$ cat src/rtl/da_fir_pkg.sv
package da_fir_pkg;
  function automatic int acc_width(int coef_w, int data_w, int taps);
    return coef_w + data_w + $clog2(taps) + 1;
  endfunction

  function automatic int idx_width(int data_w);
    return (data_w > 1) ? $clog2(data_w) : 1;
  endfunction
endpackage

$ cat src/rtl/da_fir_tap_line.sv
module da_fir_tap_line #(
  parameter int NUM_TAPS = 4,
  parameter int DATA_W   = 4,
  parameter int IDX_W    = 2
) (
  input  logic                clk_i,
  input  logic                rst_ni,
  input  logic                shift_i,
  input  logic [DATA_W-1:0]   sample_i,
  input  logic [IDX_W-1:0]    bit_sel_i,
  output logic [NUM_TAPS-1:0] bits_o
);
  logic [DATA_W-1:0] taps_q [NUM_TAPS];

  always_ff @(posedge clk_i or negedge rst_ni) begin
    if (!rst_ni) begin
      for (int k = 0; k < NUM_TAPS; k++) taps_q[k] <= '0;
    end else if (shift_i) begin
      taps_q[0] <= sample_i;
      for (int k = 1; k < NUM_TAPS; k++) taps_q[k] <= taps_q[k-1];
    end
  end

  for (genvar k = 0; k < NUM_TAPS; k++) begin : g_bit
    assign bits_o[k] = taps_q[k][bit_sel_i];
  end
endmodule

$ cat src/rtl/da_fir_part_rom.sv
module da_fir_part_rom #(
  parameter int GROUP_W = 2,
  parameter int COEF_W  = 8,
  parameter int ACC_W   = 15,
  parameter logic [GROUP_W*COEF_W-1:0] GCOEFS = '0
) (
  input  logic [GROUP_W-1:0]       addr_i,
  output logic signed [ACC_W-1:0]  word_o
);
  localparam int DEPTH = 2 ** GROUP_W;

  function automatic logic signed [ACC_W-1:0] word_for(int a);
    logic signed [ACC_W-1:0] s;
    s = '0;
    // address MSB pairs with the group's lowest-index tap
    for (int j = 0; j < GROUP_W; j++)
      if (a[GROUP_W-1-j]) s = s + ACC_W'($signed(GCOEFS[j*COEF_W +: COEF_W]));
    return s;
  endfunction

  logic signed [ACC_W-1:0] tbl [DEPTH];

  for (genvar a = 0; a < DEPTH; a++) begin : g_word
    localparam logic signed [ACC_W-1:0] WORD = word_for(a);
    assign tbl[a] = WORD;
  end

  assign word_o = tbl[addr_i];
endmodule

$ cat src/rtl/da_fir_scale_acc.sv
module da_fir_scale_acc #(
  parameter int ACC_W     = 15,
  parameter int IDX_W     = 2,
  parameter bit SIGNED_IN = 1'b0
) (
  input  logic                    clk_i,
  input  logic                    rst_ni,
  input  logic                    step_i,
  input  logic                    first_i,
  input  logic                    last_i,
  input  logic [IDX_W-1:0]        bit_idx_i,
  input  logic signed [ACC_W-1:0] sum_i,
  output logic signed [ACC_W-1:0] next_o
);
  logic signed [ACC_W-1:0] acc_q, term, base;

  always_comb begin
    term = sum_i <<< bit_idx_i;
    base = first_i ? '0 : acc_q;
    if (SIGNED_IN && last_i) next_o = base - term;  // sign bit has negative weight
    else                     next_o = base + term;
  end

  always_ff @(posedge clk_i or negedge rst_ni) begin
    if (!rst_ni)     acc_q <= '0;
    else if (step_i) acc_q <= next_o;
  end
endmodule

$ cat src/rtl/da_fir_filter.sv
module da_fir_filter
  import da_fir_pkg::*;
#(
  parameter int NUM_TAPS  = 4,
  parameter int DATA_W    = 4,
  parameter int GROUP_W   = 2,
  parameter int COEF_W    = 8,
  parameter bit SIGNED_IN = 1'b0,
  parameter logic [NUM_TAPS*COEF_W-1:0] COEFS = 32'h02FD0507,
  localparam int ACC_W    = acc_width(COEF_W, DATA_W, NUM_TAPS)
) (
  input  logic                    clk_i,
  input  logic                    rst_ni,
  input  logic [DATA_W-1:0]       sample_i,
  input  logic                    sample_valid_i,
  output logic                    ready_o,
  output logic signed [ACC_W-1:0] y_o,
  output logic                    y_valid_o
);
  localparam int IDX_W    = idx_width(DATA_W);
  localparam int N_GROUPS = NUM_TAPS / GROUP_W;
  localparam int GBITS    = GROUP_W * COEF_W;

  logic                busy_q;
  logic [IDX_W-1:0]    bit_idx_q;
  logic                accept, first_bit, last_bit;
  logic [NUM_TAPS-1:0] tap_bits;
  logic signed [ACC_W-1:0] part_word [N_GROUPS];
  logic signed [ACC_W-1:0] part_sum, acc_next;

  assign ready_o   = !busy_q;
  assign accept    = sample_valid_i && !busy_q;
  assign first_bit = (bit_idx_q == '0);
  assign last_bit  = (bit_idx_q == IDX_W'(DATA_W - 1));

  always_ff @(posedge clk_i or negedge rst_ni) begin
    if (!rst_ni) begin
      busy_q    <= 1'b0;
      bit_idx_q <= '0;
    end else if (accept) begin
      busy_q    <= 1'b1;
      bit_idx_q <= '0;
    end else if (busy_q) begin
      if (last_bit) busy_q <= 1'b0;
      else          bit_idx_q <= bit_idx_q + 1'b1;
    end
  end

  da_fir_tap_line #(.NUM_TAPS(NUM_TAPS), .DATA_W(DATA_W), .IDX_W(IDX_W)) i_taps (
    .clk_i     (clk_i),
    .rst_ni    (rst_ni),
    .shift_i   (accept),
    .sample_i  (sample_i),
    .bit_sel_i (bit_idx_q),
    .bits_o    (tap_bits)
  );

  for (genvar g = 0; g < N_GROUPS; g++) begin : g_part
    logic [GROUP_W-1:0] addr;
    for (genvar j = 0; j < GROUP_W; j++) begin : g_addr
      assign addr[GROUP_W-1-j] = tap_bits[g*GROUP_W + j];
    end
    da_fir_part_rom #(
      .GROUP_W (GROUP_W),
      .COEF_W  (COEF_W),
      .ACC_W   (ACC_W),
      .GCOEFS  (COEFS[g*GBITS +: GBITS])
    ) i_rom (
      .addr_i (addr),
      .word_o (part_word[g])
    );
  end

  always_comb begin
    part_sum = '0;
    for (int g = 0; g < N_GROUPS; g++) part_sum = part_sum + part_word[g];
  end

  da_fir_scale_acc #(.ACC_W(ACC_W), .IDX_W(IDX_W), .SIGNED_IN(SIGNED_IN)) i_acc (
    .clk_i     (clk_i),
    .rst_ni    (rst_ni),
    .step_i    (busy_q),
    .first_i   (first_bit),
    .last_i    (last_bit),
    .bit_idx_i (bit_idx_q),
    .sum_i     (part_sum),
    .next_o    (acc_next)
  );

  always_ff @(posedge clk_i or negedge rst_ni) begin
    if (!rst_ni) begin
      y_o       <= '0;
      y_valid_o <= 1'b0;
    end else begin
      y_valid_o <= busy_q && last_bit;
      if (busy_q && last_bit) y_o <= acc_next;
    end
  end
endmodule

$ cat config.mk
export PLATFORM = sky130hd
export DESIGN_NAME = da_fir_filter
export DESIGN_NICKNAME = d
export VERILOG_FILES = /design/src/rtl/da_fir_pkg.sv /design/src/rtl/da_fir_tap_line.sv /design/src/rtl/da_fir_part_rom.sv /design/src/rtl/da_fir_scale_acc.sv /design/src/rtl/da_fir_filter.sv
export SDC_FILE = /design/constraint.sdc
export NUM_CORES = 1
export LEC_CHECK = 0
export ABC_AREA = 1
export ABC_CLOCK_PERIOD_IN_PS = 5490
export BUFFER_PORTS_ARGS = -buffer_cell sky130_fd_sc_hd__buf_2
export CAP_MARGIN = 40
export CORE_UTILIZATION = 60
export CTS_CLUSTER_DIAMETER = 150
export DETAILED_ROUTE_END_ITERATION = 8
export PLACE_DENSITY = 0.87
export SLEW_MARGIN = 20
export SYNTH_ARGS = -nofsm -noshare
export SYNTH_HDL_FRONTEND = slang
export SYNTH_SLANG_ARGS = --single-unit
$ cat constraint.sdc
create_clock -name clk_i -period 5.49 [get_ports clk_i]
set_input_delay 0 -clock clk_i [delete_from_list [all_inputs] [get_ports clk_i]]
set_output_delay 0 -clock clk_i [all_outputs]
set_load 0.05 [all_outputs]
==> reports/results.tsv <==
metric	value	unit
regArea	1252	µm²
clk_latency	0.31	ns
cts_root_buf	clkbuf_8	
initial_core_util	62.07	%
skew	0.009698	ns
crit_required	5.68	ns
reg2reg_slack	0.64	ns
ioPinCount	24	
die_y	77.25	µm
slew_headroom	52.92	%
setup_viol	0	
slew_viol_final	0	
finalHoldViolations	0	
setup_tns	0	ns
fin_area	3764	µm²
overflow	0	
cp_slowest_cell	dfrtp_1	
syn_to_final_growth	10.79	%
syn_area_per_cell	7.600	µm²
first_global_vias	2915	
worstSetupEndpointType	register	
htreeDepth	2	
ys_warn_count	0	
worst-setup-path-type	reg -> reg	
final_net_count	507	
cts.clk_slew.worst_paths	0.09	ns
grt_pass1_wl	12070	µm
cts_tree	done	
hpwl	5277	µm
startpoint_type	register	
r2r_end	i_acc.acc_q[14]	
drtAntennaViolNets	0	
std_cell_rows	27	
grt_use_total	25.10	%
slowest_delay	0.52	ns
syn-num-nets	484	
postPlaceCellArea	3548	µm²
cts_buffers	5	
antenna_cells	0	
postSynthCellCount	447	
multiInputGateArea	1846	µm²
ff2ff_path_depth	26	
first_pass_iters	5	
async_flop_share	100.0	%
synth.area.top_cells	dfrtp_1 37%, nand2_1 12%, ha_1 10%, o21ai_0 7.5%, inv_1 6.3%	
cts.sinks	50	
drt_iter0_markers	134	
routed-via-count	2922	
routedWlPerCell	12.87	µm
status	finished, final reports clean	
hold_class	in -> reg	
max_cap_violations	0	
core_area	5473	µm²
grt_max_degree	32	
yosysTopAreaCell	dfrtp_1	
drt_wl_total	6986	µm
netlist_area	3397	µm²
cp.buffers_inverters	5	
tightest_slew	0.7044	ns
synth_top_area_share	36.83	%
rsz0062_at_grt	no	
cp.depth	26	
route.detailed.drc	0	
synth_cell_types	33	
path_delay_family	adder cells	
fill_cells	472	
endpoint	i_acc.acc_q[14]	
die_x	77.25	µm
gp_congestion	0.9174	
drt-vias-per-instance	5.381	
crit_fanout	22	
max_freq	206.0	MHz
finalWorstPathRequiredPeriod	4.853	ns
synth_ff_type	dfrtp_1	
io_buffers	23	
cts.path.max_buffers	2	
fin_crit_sh	88.40	%
dieArea	5967	µm²
synth_seq_area_share	36.83	%
r2r-start	bit_idx_q[0]	
synth_edf_count	0	
fin_util	68.77	%
crit_arrival	5.04	ns
drive_gt1_share	13.38	%
critPathLaunch	bit_idx_q[0]	
synth_seq_cells	50	
antenna_found_initial	0	
-- worst min path at each step --
stage              startpoint  cells after the start                 to  slack, ns
2_1_floorplan          rst_ni                      0       bit_idx_q[0]      -0.30
3_3_place_gp      sample_i[2]                      2  i_taps.taps_q[14]       0.23
3_5_place_dp           rst_ni                      1     i_acc.acc_q[7]      -0.02
4_1_cts                rst_ni                      2     i_acc.acc_q[7]       0.18
5_1_grt        sample_valid_i                      3   i_taps.taps_q[0]       0.07
6_report       sample_valid_i                      4   i_taps.taps_q[0]       0.05
-- Yosys cell counts, types with 5 or more instances --
| cell type | number |
|---|---|
| or2_2 | 5 |
| nand2_1 | 106 |
| buf_2 | 5 |
| xor2_1 | 5 |
| nand2_2 | 5 |
| dfrtp_1 | 50 |
| o21ai_0 | 51 |
| mux2_2 | 5 |
| ha_1 | 28 |
| clkbuf_1 | 9 |
| inv_1 | 57 |
| a21oi_1 | 18 |
| nor2_1 | 34 |
| nand3_1 | 31 |
| xnor2_1 | 5 |
-- placed cells by master, fill, tap and decap left out, types with 2 or more instances in the layout --
master	n
a21oi_2	4
nand3_2	3
fa_1	2
dfrtp_1	49
xnor2_1	5
dlygate4sd3_1	5
nand4_1	2
nand2_1	106
xor2_1	5
a32oi_1	3
clkbuf_8	5
nand3b_1	2
nand3_1	31
nand2_2	5
inv_6	2
or2_2	5
a31oi_1	2
o21ai_0	51
or2_1	2
ha_1	28
a21oi_1	18
mux2_2	5
inv_1	56
buf_2	23
a21o_1	4
nor2_1	34
-- layer usage --
metal | share of wire [%] | vias to the layer above | global-route usage [%]
met4 | 2.5 | 0 | 11.51
met2 | 52 | 66 | 47.17
li1 | - | 1491 | -
met1 | 42 | 1346 | 27.32
met3 | 3.9 | 19 | 3.810
met5 | 0 | - | 0
-- stage by stage --
stage | instances | hold WS [ns] | setup slack (ns)
floorplan | 447 | -0.2956 | 1.216
global placement | 526 | 0.2307 | 0.6330
detailed placement | 527 | -0.01805 | 0.4934
CTS | 540 | 0.1826 | 0.4773
global route | 543 | 0.06906 | 0.1836
finish | 543 | 0.05210 | 0.6368
-- what timing repair did --
action | in CTS | in global routing
setup buffers | 0 | 0
endpoints found under the setup margin | 0 | 6
hold endpoints to repair | 23 | 0
hold buffers | 5 | 0
gates resized for setup | 0 | 2
-- state kept, by name, indices dropped and copies added, names as in the netlist --
| name | flops |
|---|---|
| y_valid_o | 1 |
| i_taps.taps_q | 16 |
| i_acc.acc_q | 15 |
| busy_q | 1 |
| y_o | 15 |
| bit_idx_q | 2 |
-- layout make-up --
class                   instances  share of cell area, %
clock buffers                   5                  1.828
clock inverters                 3                  1.164
inverters                      59                  6.117
multi-input cells             322                  49.04
flip-flops and latches         50                  33.28
well taps                      72                  2.394
repair buffers                 31                  6.051
repair inverters                1                 0.1330
-- kinds of logic after synthesis --
| group | after synthesis | synth area share (%) |
|---|---|---|
| AOI/OAI and AO/OA | 85 | 14.18 |
| xor gates and xnor gates | 10 | 2.578 |
| adders and majority gates | 30 | 11.49 |
| buffers and inverters | 75 | 8.840 |
| DFF | 50 | 36.83 |
| muxes | 6 | 1.952 |
| and+or+nand+nor | 191 | 24.13 |
-- worst reg2reg max path, stage by stage, from the launching register on --
cell     delay, ns
dfrtp_1       0.52
buf_16        0.22
nor2_1        0.14
inv_1         0.07
a32oi_1       0.29
inv_1         0.08
ha_1          0.28
ha_1          0.18
inv_1         0.07
fa_1          0.40
nor2_1        0.16
o21ai_0       0.10
ha_1          0.31
nor2_1        0.05
a31oi_1       0.23
nand2_1       0.12
o21ai_0       0.10
inv_1         0.07
ha_1          0.34
a21oi_2       0.22
nor2_1        0.07
o21ai_0       0.14
nand3_1       0.09
a21oi_1       0.21
nand3_1       0.13
nand3_1       0.09
nand2_1       0.06
Power is left out: the tool's default activity adds up to more than one toggle a clock period on the data nets, which glitch-free logic cannot reach.
